File: src/rtl/lock_cmd_pkg.sv
package lock_cmd_pkg;
  localparam int unsigned STORE_WIN = 4;
  localparam int unsigned LOAD_WIN  = 5;
  localparam int unsigned N_LOCK    = 4;
  localparam int unsigned LOCK_LSB  = 2;
  localparam int unsigned PTR_W     = 16;
  localparam logic [7:0]  ARM_CODE  = 8'h09;
  localparam int unsigned SEL_BIT   = 3;
  localparam int unsigned ST_BIT    = 0;

  function automatic logic [7:0] pack_locks(input logic [N_LOCK-1:0] l);
    logic [7:0] b;
    b = 8'hFF;
    b[LOCK_LSB +: N_LOCK] = l;
    return b;
  endfunction
endpackage

File: src/rtl/lock_window_timer.sv
module lock_window_timer #(
  parameter int unsigned STORE_WIN = 4,
  parameter int unsigned LOAD_WIN  = 5,
  parameter logic [7:0]  ARM_CODE  = 8'h09
) (
  input  logic clk_i,
  input  logic rst_ni,
  input  logic we_i,
  input  logic [7:0] wdata_i,
  input  logic store_i,
  input  logic load_hit_i,
  output logic armed_o,
  output logic store_ok_o,
  output logic load_ok_o
);
  localparam int unsigned AGE_W = $clog2(LOAD_WIN + 1);
  localparam logic [AGE_W-1:0] AGE_ST = AGE_W'(STORE_WIN);
  localparam logic [AGE_W-1:0] AGE_LD = AGE_W'(LOAD_WIN);

  logic             armed_q;
  logic [AGE_W-1:0] age_q;
  logic             done;

  assign store_ok_o = armed_q && store_i && (age_q <= AGE_ST);
  assign load_ok_o  = armed_q && load_hit_i && (age_q <= AGE_LD);
  assign done       = store_ok_o || load_ok_o;
  assign armed_o    = armed_q;

  always_ff @(posedge clk_i or negedge rst_ni) begin
    if (!rst_ni) begin
      armed_q <= 1'b0;
      age_q   <= '0;
    end else if (we_i) begin
      armed_q <= (wdata_i == ARM_CODE);
      age_q   <= (wdata_i == ARM_CODE) ? AGE_W'(1) : '0;
    end else if (armed_q) begin
      if (done || age_q == AGE_LD) begin
        armed_q <= 1'b0;
        age_q   <= '0;
      end else begin
        age_q <= age_q + AGE_W'(1);
      end
    end
  end

  p_arm_r2: assert property (@(posedge clk_i) disable iff (!rst_ni)
    we_i && wdata_i == ARM_CODE |=> armed_q && age_q == AGE_W'(1));
  p_disarm_r2: assert property (@(posedge clk_i) disable iff (!rst_ni)
    we_i && wdata_i != ARM_CODE |=> !armed_q);
  p_clear_on_use_r7: assert property (@(posedge clk_i) disable iff (!rst_ni)
    !we_i && (store_ok_o || load_ok_o) |=> !armed_q);
  p_timeout_r8: assert property (@(posedge clk_i) disable iff (!rst_ni)
    !we_i && armed_q && age_q == AGE_LD |=> !armed_q);
  p_age_bound_r10: assert property (@(posedge clk_i) disable iff (!rst_ni)
    armed_q |-> age_q >= AGE_W'(1) && age_q <= AGE_LD);
endmodule

File: src/rtl/lock_bit_store.sv
module lock_bit_store #(
  parameter int unsigned N_LOCK = 4
) (
  input  logic              clk_i,
  input  logic              rst_ni,
  input  logic              prog_i,
  input  logic [N_LOCK-1:0] mask_i,
  output logic [N_LOCK-1:0] lock_o
);
  logic [N_LOCK-1:0] lock_q;

  for (genvar g = 0; g < N_LOCK; g++) begin : g_bit
    always_ff @(posedge clk_i or negedge rst_ni) begin
      if (!rst_ni)                  lock_q[g] <= 1'b1;
      else if (prog_i && !mask_i[g]) lock_q[g] <= 1'b0;
    end
  end

  assign lock_o = lock_q;

  p_no_unprogram_r9: assert property (@(posedge clk_i) disable iff (!rst_ni)
    1'b1 |=> (lock_q & ~$past(lock_q)) == '0);
  p_hold_r4: assert property (@(posedge clk_i) disable iff (!rst_ni)
    !prog_i |=> $stable(lock_q));
  p_prog_r3: assert property (@(posedge clk_i) disable iff (!rst_ni)
    prog_i |=> lock_q == ($past(lock_q) & $past(mask_i)));
endmodule

File: src/rtl/lock_read_mux.sv
module lock_read_mux
  import lock_cmd_pkg::*;
(
  input  logic              sel_lock_i,
  input  logic [N_LOCK-1:0] lock_i,
  input  logic [7:0]        flash_rdata_i,
  output logic [7:0]        rdata_o
);
  always_comb begin
    if (sel_lock_i) rdata_o = pack_locks(lock_i);
    else            rdata_o = flash_rdata_i;
  end

  always_comb begin
    if (sel_lock_i) p_lock_read_r5: assert (rdata_o[LOCK_LSB +: N_LOCK] == lock_i);
  end
endmodule

File: src/rtl/lock_cmd_window.sv
module lock_cmd_window
  import lock_cmd_pkg::*;
(
  input  logic              clk_i,
  input  logic              rst_ni,
  input  logic              ctrl_we_i,
  input  logic [7:0]        ctrl_wdata_i,
  output logic [7:0]        ctrl_rdata_o,
  input  logic              store_i,
  input  logic              load_i,
  input  logic [PTR_W-1:0]  ptr_i,
  input  logic [7:0]        data_i,
  input  logic [7:0]        flash_rdata_i,
  output logic [7:0]        rdata_o,
  output logic [N_LOCK-1:0] lock_o
);
  localparam logic [PTR_W-1:0] LOCK_PTR = PTR_W'(1);

  logic armed, store_ok, load_ok, load_hit;
  logic unused_data;

  assign load_hit    = load_i && (ptr_i == LOCK_PTR);
  assign unused_data = ^{data_i[7:LOCK_LSB+N_LOCK], data_i[LOCK_LSB-1:0]};

  lock_window_timer #(
    .STORE_WIN(STORE_WIN), .LOAD_WIN(LOAD_WIN), .ARM_CODE(ARM_CODE)
  ) i_timer (
    .clk_i, .rst_ni,
    .we_i       (ctrl_we_i),
    .wdata_i    (ctrl_wdata_i),
    .store_i    (store_i),
    .load_hit_i (load_hit),
    .armed_o    (armed),
    .store_ok_o (store_ok),
    .load_ok_o  (load_ok)
  );

  lock_bit_store #(.N_LOCK(N_LOCK)) i_store (
    .clk_i, .rst_ni,
    .prog_i (store_ok),
    .mask_i (data_i[LOCK_LSB +: N_LOCK]),
    .lock_o (lock_o)
  );

  lock_read_mux i_mux (
    .sel_lock_i    (load_ok),
    .lock_i        (lock_o),
    .flash_rdata_i (flash_rdata_i),
    .rdata_o       (rdata_o)
  );

  always_comb begin
    ctrl_rdata_o          = '0;
    ctrl_rdata_o[SEL_BIT] = armed;
    ctrl_rdata_o[ST_BIT]  = armed;
  end

  p_passthru_r6: assert property (@(posedge clk_i) disable iff (!rst_ni)
    load_i && ptr_i != LOCK_PTR |-> rdata_o == flash_rdata_i);
  p_idle_ctrl_r1: assert property (@(posedge clk_i) disable iff (!rst_ni)
    !armed |-> ctrl_rdata_o == 8'h00);
endmodule

File: config.mk
export PLATFORM = sky130hd
export DESIGN_NAME = lock_cmd_window
export DESIGN_NICKNAME = d
export VERILOG_FILES = /design/src/rtl/lock_cmd_pkg.sv /design/src/rtl/lock_window_timer.sv /design/src/rtl/lock_bit_store.sv /design/src/rtl/lock_read_mux.sv /design/src/rtl/lock_cmd_window.sv
export SDC_FILE = /design/constraint.sdc
export NUM_CORES = 1
export LEC_CHECK = 0
export ABC_AREA = 1
export BUFFER_PORTS_ARGS = -buffer_cell sky130_fd_sc_hd__buf_4
export CORE_UTILIZATION = 39
export DETAILED_ROUTE_END_ITERATION = 10
export GPL_ROUTABILITY_DRIVEN = 0
export PLACE_DENSITY = 0.92
export SYNTH_ARGS = -nofsm -noshare
export SYNTH_HDL_FRONTEND = slang
export SYNTH_SLANG_ARGS = --single-unit
File: constraint.sdc
create_clock -name clk_i -period 5.03 [get_ports clk_i]
set_clock_uncertainty 0.2 [all_clocks]
set_input_delay 1.006 -clock clk_i [delete_from_list [all_inputs] [get_ports clk_i]]
set_output_delay 1.006 -clock clk_i [all_outputs]
set_load 0.01 [all_outputs]
==> out/qor.txt, run 1 <==
Status: finished, final reports clean
First-pass DRT Iterations: 4
Clock Power Share: 29.0%
Nets: 207
Final Hold Fails: 0
CP max FO: 15
Startpoint types: input port
CP peak stage delay: 0.25 ns
DP Cell Count: 179
Psw: 40.2 µW
TritonCTS buffer count: 3
Synth top area cells: dfstp_2 (15%), dfrtp_1 (14%), inv_1 (12%)
Hold WC Path Type: reg -> reg
Clk pin slew, worst setup/hold paths: 0.05 ns
Post_cts resized: 0
Synth Instances: 104
Worst R2R Path Depth: 9
Hold Slack: 0.281 ns
Number of global-route vias before repair: 776
Initial cell density of the core: 41.2%
Clock Tree Buf Depth: 2
Most frequent cell after synthesis: inv_1
Postcts setup bufs: 0
Pleak: 0.626 nW
Synth unique cells: 24
Max capacitance violation total: 0
Switching Share: 24.7%
Rows: 15
Vias/cell: 4.38
Critical path class: in -> out
Die area: 0.00200 mm²
Synth Flop Type: dfstp_2
Fin crit share: 64.2%
Total clock sinks: 8
Hold Crit Depth: 2
Crit path capture type: output pin
EDFF count, synth: 0
Htree depth: 1
# IOs: 65
Final setup viols: 0
Drc violations: 0
I/O Buffers: 54
RSZ-0062 raised after global routing: no
Layout cell share with drive strength beyond 1: 46.5%
Sequential-to-total area share from yosys stat: 28.8%
Gate power share: 29.6%
DRT antenna net count: 0
Biggest area consumer among synthesized cells: dfstp_2
Most frequent cells after synthesis: inv_1 (22), nor2_1 (19), nand2_1 (17)
Crit path max-delay cell type: or2_4
Drt wl/cell: 9.47 µm
Hold Buf Count CTS: 0
Total power: 163 µW
Max Clk Rate: 0.310 GHz
Fill cells: 154
Fraction of registers with async set or reset after synthesis: 100%
CTS tree: done
Critical Path AT: 2.02 ns
Final core utilization: 64.8%
Power Density: 146 mW/mm²
Critical-path cell list: buf_4 > or2_4 > nor2_4 > nand3_4 > nand2_1 > o21ai_2 > buf_4
Worst VDD drop: 0.170 mV
Clock root buffer: clkbuf_4
Max Slew Vio Count: 0
CP most frequent cell: buf_4
Initial antenna violation count: 0
Crit path required time: 3.82 ns
Gr usage total: 19.4%
Die X: 44.7 µm
Warnings, synthesis: 0
Die height: 44.7 µm
Seq pwr share: 41.4%
Top-area cell type share of the netlist area: 14.8%
Core region area: 0.00173 mm²
Mapped Avg Cell Area: 6.85 µm²
First-pass GRT wire length: 2850 µm
Largest net degree at the start of global routing: 16
Final HPWL from detailed placement: 1490 µm
Area grow syn2layout: 57.1%
Gr ovfl total: 0
Via count: 797
Fin Setup TNS: 0 ns
1st-iter DRT viols: 8
Fin crit period: 3.23 ns
Area of the mapped netlist: 712 µm²
# diodes: 0
Clk Latency, worst-skew pair: 0.25 ns
Final Instance Count excl. Fillers: 182
Internal power: 123 µW
WL final: 1720 µm
Seq cells post-synth: 8
## layout by cell type, fill, tap and decap left out, drive strengths merged, types with 2 or more instances in the layout
master	n
ha	3
buf	54
o21ai	10
inv	23
dfstp	4
dfrtp	4
nand2	19
conb	6
a21oi	2
nand3	3
nor2	21
clkbuf	3
## state kept, by name (all words and copies together), names as in the netlist
name and flops:
i_store.lock_o 4, i_timer.armed_o 1, i_timer.age_q 3
## cell type report
cell class | count | area (µm²) | share of cell area, %
Multi-Input combinational cell | 69 | 368 | 32.9
Sequential cell | 8 | 205 | 18.3
Inverter | 23 | 86.3 | 7.72
Clock buffer | 3 | 22.5 | 2.01
Tap cell | 25 | 31.3 | 2.80
Timing Repair Buffer | 54 | 405 | 36.2
## stage by stage
stage | instance area, µm² | setup WS (ns)
detailed placement | 1100 | 1.80
global placement | 1100 | 1.84
CTS | 1120 | 1.80
global route | 1120 | 1.71
finish | 1120 | 1.80
floorplan | 731 | 2.05
## final timing paths
path / start / end / slack (ns)
worst max-delay path: ptr_i[7] / rdata_o[3] / 1.80
worst min-delay path: i_store.lock_o[2] / i_store.lock_o[2] / 0.28
worst max register to register: i_timer.age_q[1] / i_timer.age_q[0] / 3.27
worst min register to register: i_store.lock_o[2] / i_store.lock_o[2] / 0.28
max in group asynchronous: rst_ni / i_store.lock_o[1] / 4.06
min in group asynchronous: rst_ni / i_timer.age_q[1] / 0.36
## kinds of logic after synthesis
group / after synthesis / synth area share [%]
and+or+nand+nor: 47 / 30.9
buffers and inverters: 32 / 22.1
AOI/OAI and AO/OA: 12 / 11.1
DFF: 8 / 28.8
adders and majority gates: 3 / 5.27
xor gates and xnor gates: 1 / 1.23
other: 1 / 0.527
## per-layer routing
metal,track usage [%],vias up,share of wire (%)
li1,-,402,-
met1,19.3,356,35
met4,2.42,0,0
met2,37.9,39,57
met3,8.40,0,8.6
met5,0,-,0
## worst max-delay path: cells and delay by family
family / cells / cell delay [ns]
AOI/OAI and AO/OA: 1 / 0.06
and+or+nand+nor: 4 / 0.70
buffers and inverters: 2 / 0.25
## power groups by stage
| stage | registers (mW) | logic, mW | clock network [mW] |
|---|---|---|---|
| finish | 0.0675 | 0.0483 | 0.0472 |
| global route | 0.0674 | 0.0539 | 0.0547 |
| CTS | 0.0674 | 0.0485 | 0.0488 |
| global placement | 0.0681 | 0.0466 | 0 |
| floorplan | 0.0678 | 0.0203 | 0 |
| detailed placement | 0.0683 | 0.0484 | 0 |
No activity file was read; power rests on OpenSTA's default activity.
==> run 2: changes to the inputs <==
CORE_UTILIZATION = 33   (was 39)
PLACE_DENSITY = 0.83   (was 0.92)
clock period = 2.81 ns   (was 5.03 ns; I/O delays follow)
==> out/qor.txt, run 2 (synthesized netlist as in run 1, its figures left out) <==
Max Clk Rate: 0.392 GHz
Rows: 16 (was 15)
Clock root buffer: clkbuf_4 (unchanged)
Layout cell share with drive strength beyond 1: 45.9% (was 46.5%)
Clk Latency, worst-skew pair: 0.25 ns (about the same)
Gr ovfl total: 0 (unchanged)
Bufs and invs on worst path: 3 (was 2)
Crit path required time: 2.05 ns (was 3.82 ns)
WL final: 1660 µm (was 1720 µm)
CTS tree: done (unchanged)
Max Slew Vio Count: 0 (unchanged)
Crit path capture type: output pin (unchanged)
Vias/cell: 4.19 (was 4.38)
# diodes: 0 (unchanged)
Placed Area: 0.00110 mm² (about the same)
Nets: 208 (was 207)
Drc violations: 0 (unchanged)
Final setup viols: 0 (unchanged)
Htree depth: 1 (unchanged)
Drt wl/cell: 8.91 µm (was 9.47 µm)
Critical Path AT: 1.79 ns (was 2.02 ns)
Initial antenna violation count: 0 (unchanged)
Most common cell after layout, fill and taps aside: buf_4 (unchanged)
Crit path max-delay cell type: dfrtp_1 (was or2_4)
1st-iter DRT viols: 1 (was 8)
Total clock sinks: 8 (unchanged)
Most frequent cells in the layout: buf_4 (54), inv_1 (22), nor2_1 (19) (unchanged)
Max capacitance violation total: 0 (unchanged)
Die X: 48.4 µm (was 44.7 µm)
Core region area: 0.00200 mm² (was 0.00173 mm²)
Total power: 297 µW (was 163 µW)
Final HPWL from detailed placement: 1450 µm (was 1490 µm)
Number of global-route vias before repair: 745 (was 776)
Gr usage total: 16.0% (was 19.4%)
Met3 routed WL: 124 µm (was 148 µm)
Area of the multi-input gates: 368 µm² (unchanged)
First-pass GRT wire length: 2910 µm (was 2850 µm)
Setup WS pre-CTS: 0.488 ns (was 1.80 ns)
DRT antenna net count: 0 (unchanged)
Clk pin slew, worst setup/hold paths: 0.05 ns (about the same)
Die area: 0.00235 mm² (was 0.00200 mm²)
Post_cts resized: 0 (unchanged)
Critical-path cell list: inv_1 > ha_1 > inv_1 > nand2_1 > nor2_1 > nor2_1 > nand3_4 > nand2_1 > o21ai_2 > buf_4 (was buf_4 > or2_4 > nor2_4 > nand3_4 > nand2_1 > o21ai_2 > buf_4)
# IOs: 65 (unchanged)
CP max FO: 15 (unchanged)
CP peak stage delay: 0.39 ns (was 0.25 ns)
Post-route setup slack: 0.256 ns (was 1.80 ns)
Fill cells: 184 (was 154)
Largest register FFs: 4 (unchanged)
Largest net degree at the start of global routing: 16 (unchanged)
Worst VDD drop: 0.172 mV (was 0.170 mV)
Initial cell density of the core: 35.6% (was 41.2%)
Power Density: 262 mW/mm² (was 146 mW/mm²)
Fin crit share: 90.9%
Clock Tree Buf Depth: 2 (unchanged)
Hold WC Path Type: reg -> reg (unchanged)
Pleak: 0.631 nW (was 0.626 nW)
I/O Buffers: 54 (unchanged)
Critical path class: reg -> out (was in -> out)
Hold Slack: 0.281 ns (about the same)
Status: finished, final reports clean (unchanged)
Final Hold Fails: 0 (unchanged)
Area grow syn2layout: 59.4% (was 57.1%)
Fin Setup TNS: 0 ns (unchanged)
Finished Cell Area: 0.00113 mm² (was 0.00112 mm²)
Via count: 779 (was 797)
TritonCTS buffer count: 3 (unchanged)
Startpoint types: flop (was input port)
Die height: 48.4 µm (was 44.7 µm)
RSZ-0062 raised after global routing: no (unchanged)
Register area: 205 µm² (unchanged)
Met2 wire len: 915 µm (was 979 µm)
Highest Signal Layer: met4 (was met3)
First-pass DRT Iterations: 2 (was 4)
Worst path top cell family by delay: simple AND/OR/NAND/NOR gates (unchanged)
Met1 wire length: 594 µm (was 595 µm)
Postcts setup bufs: 0 (unchanged)
Fin crit period: 2.55 ns
-- run 2: cell count changes in the layout (fill, tap and decap cells not counted), sizes merged --
cell	previous run	this run
clkbuf	3	4
dlygate4sd3	0	1
-- run 2: tightest hold or removal path, cell delays in order, from the launching register on --
cell,delay [ns]
dfstp_2,0.37
o21ai_1,0.07
inv_1,0.04
-- run 2: worst paths after layout --
check,startpoint,endpoint,slack (ns),depth (start not counted)
min,i_store.lock_o[2],i_store.lock_o[2],0.28,2
max,i_timer.age_q[1],rdata_o[2],0.26,10
max in group asynchronous,rst_ni,i_store.lock_o[0],1.74,2
min in group asynchronous,rst_ni,i_timer.age_q[1],0.46,2
min reg2reg,i_store.lock_o[2],i_store.lock_o[2],0.28,2
max reg2reg,i_timer.age_q[1],i_timer.age_q[2],1.05,9
-- run 2: routing by layer --
metal | up-vias | global-route usage, %
met3 | 4 | 5.03
met5 | - | 0
met1 | 339 | 14.6
met4 | 0 | 9.80
li1 | 407 | -
met2 | 29 | 30.3
-- run 2: layout make-up --
class | count | area share (%)
clock buffers | 4 | 2.32
inverters | 23 | 7.61
repair buffers | 55 | 36.6
flip-flops and latches | 8 | 18.1
multi-input cells | 69 | 32.4
well taps | 27 | 2.98
-- run 2: through the flow --
| step | cells | util (%) |
|---|---|---|
| global route | 186 | 56.7 |
| detailed placement | 181 | 54.9 |
| global placement | 181 | 54.9 |
| finish | 186 | 56.7 |
| floorplan | 109 | - |
| CTS | 186 | 56.7 |
-- run 2: what timing repair did --
action,4_1_cts,5_1_grt
hold endpoints to repair,4,0
hold buffers,1,0
setup endpoints to repair,0,0
-- run 2: power by group --
group | internal [mW] | total [mW] | switching, mW
logic | 0.0544 | 0.0869 | 0.0324
clock network | 0.0541 | 0.0902 | 0.0361
registers | 0.117 | 0.120 | 0.00295
total | 0.226 | 0.297 | 0.0715
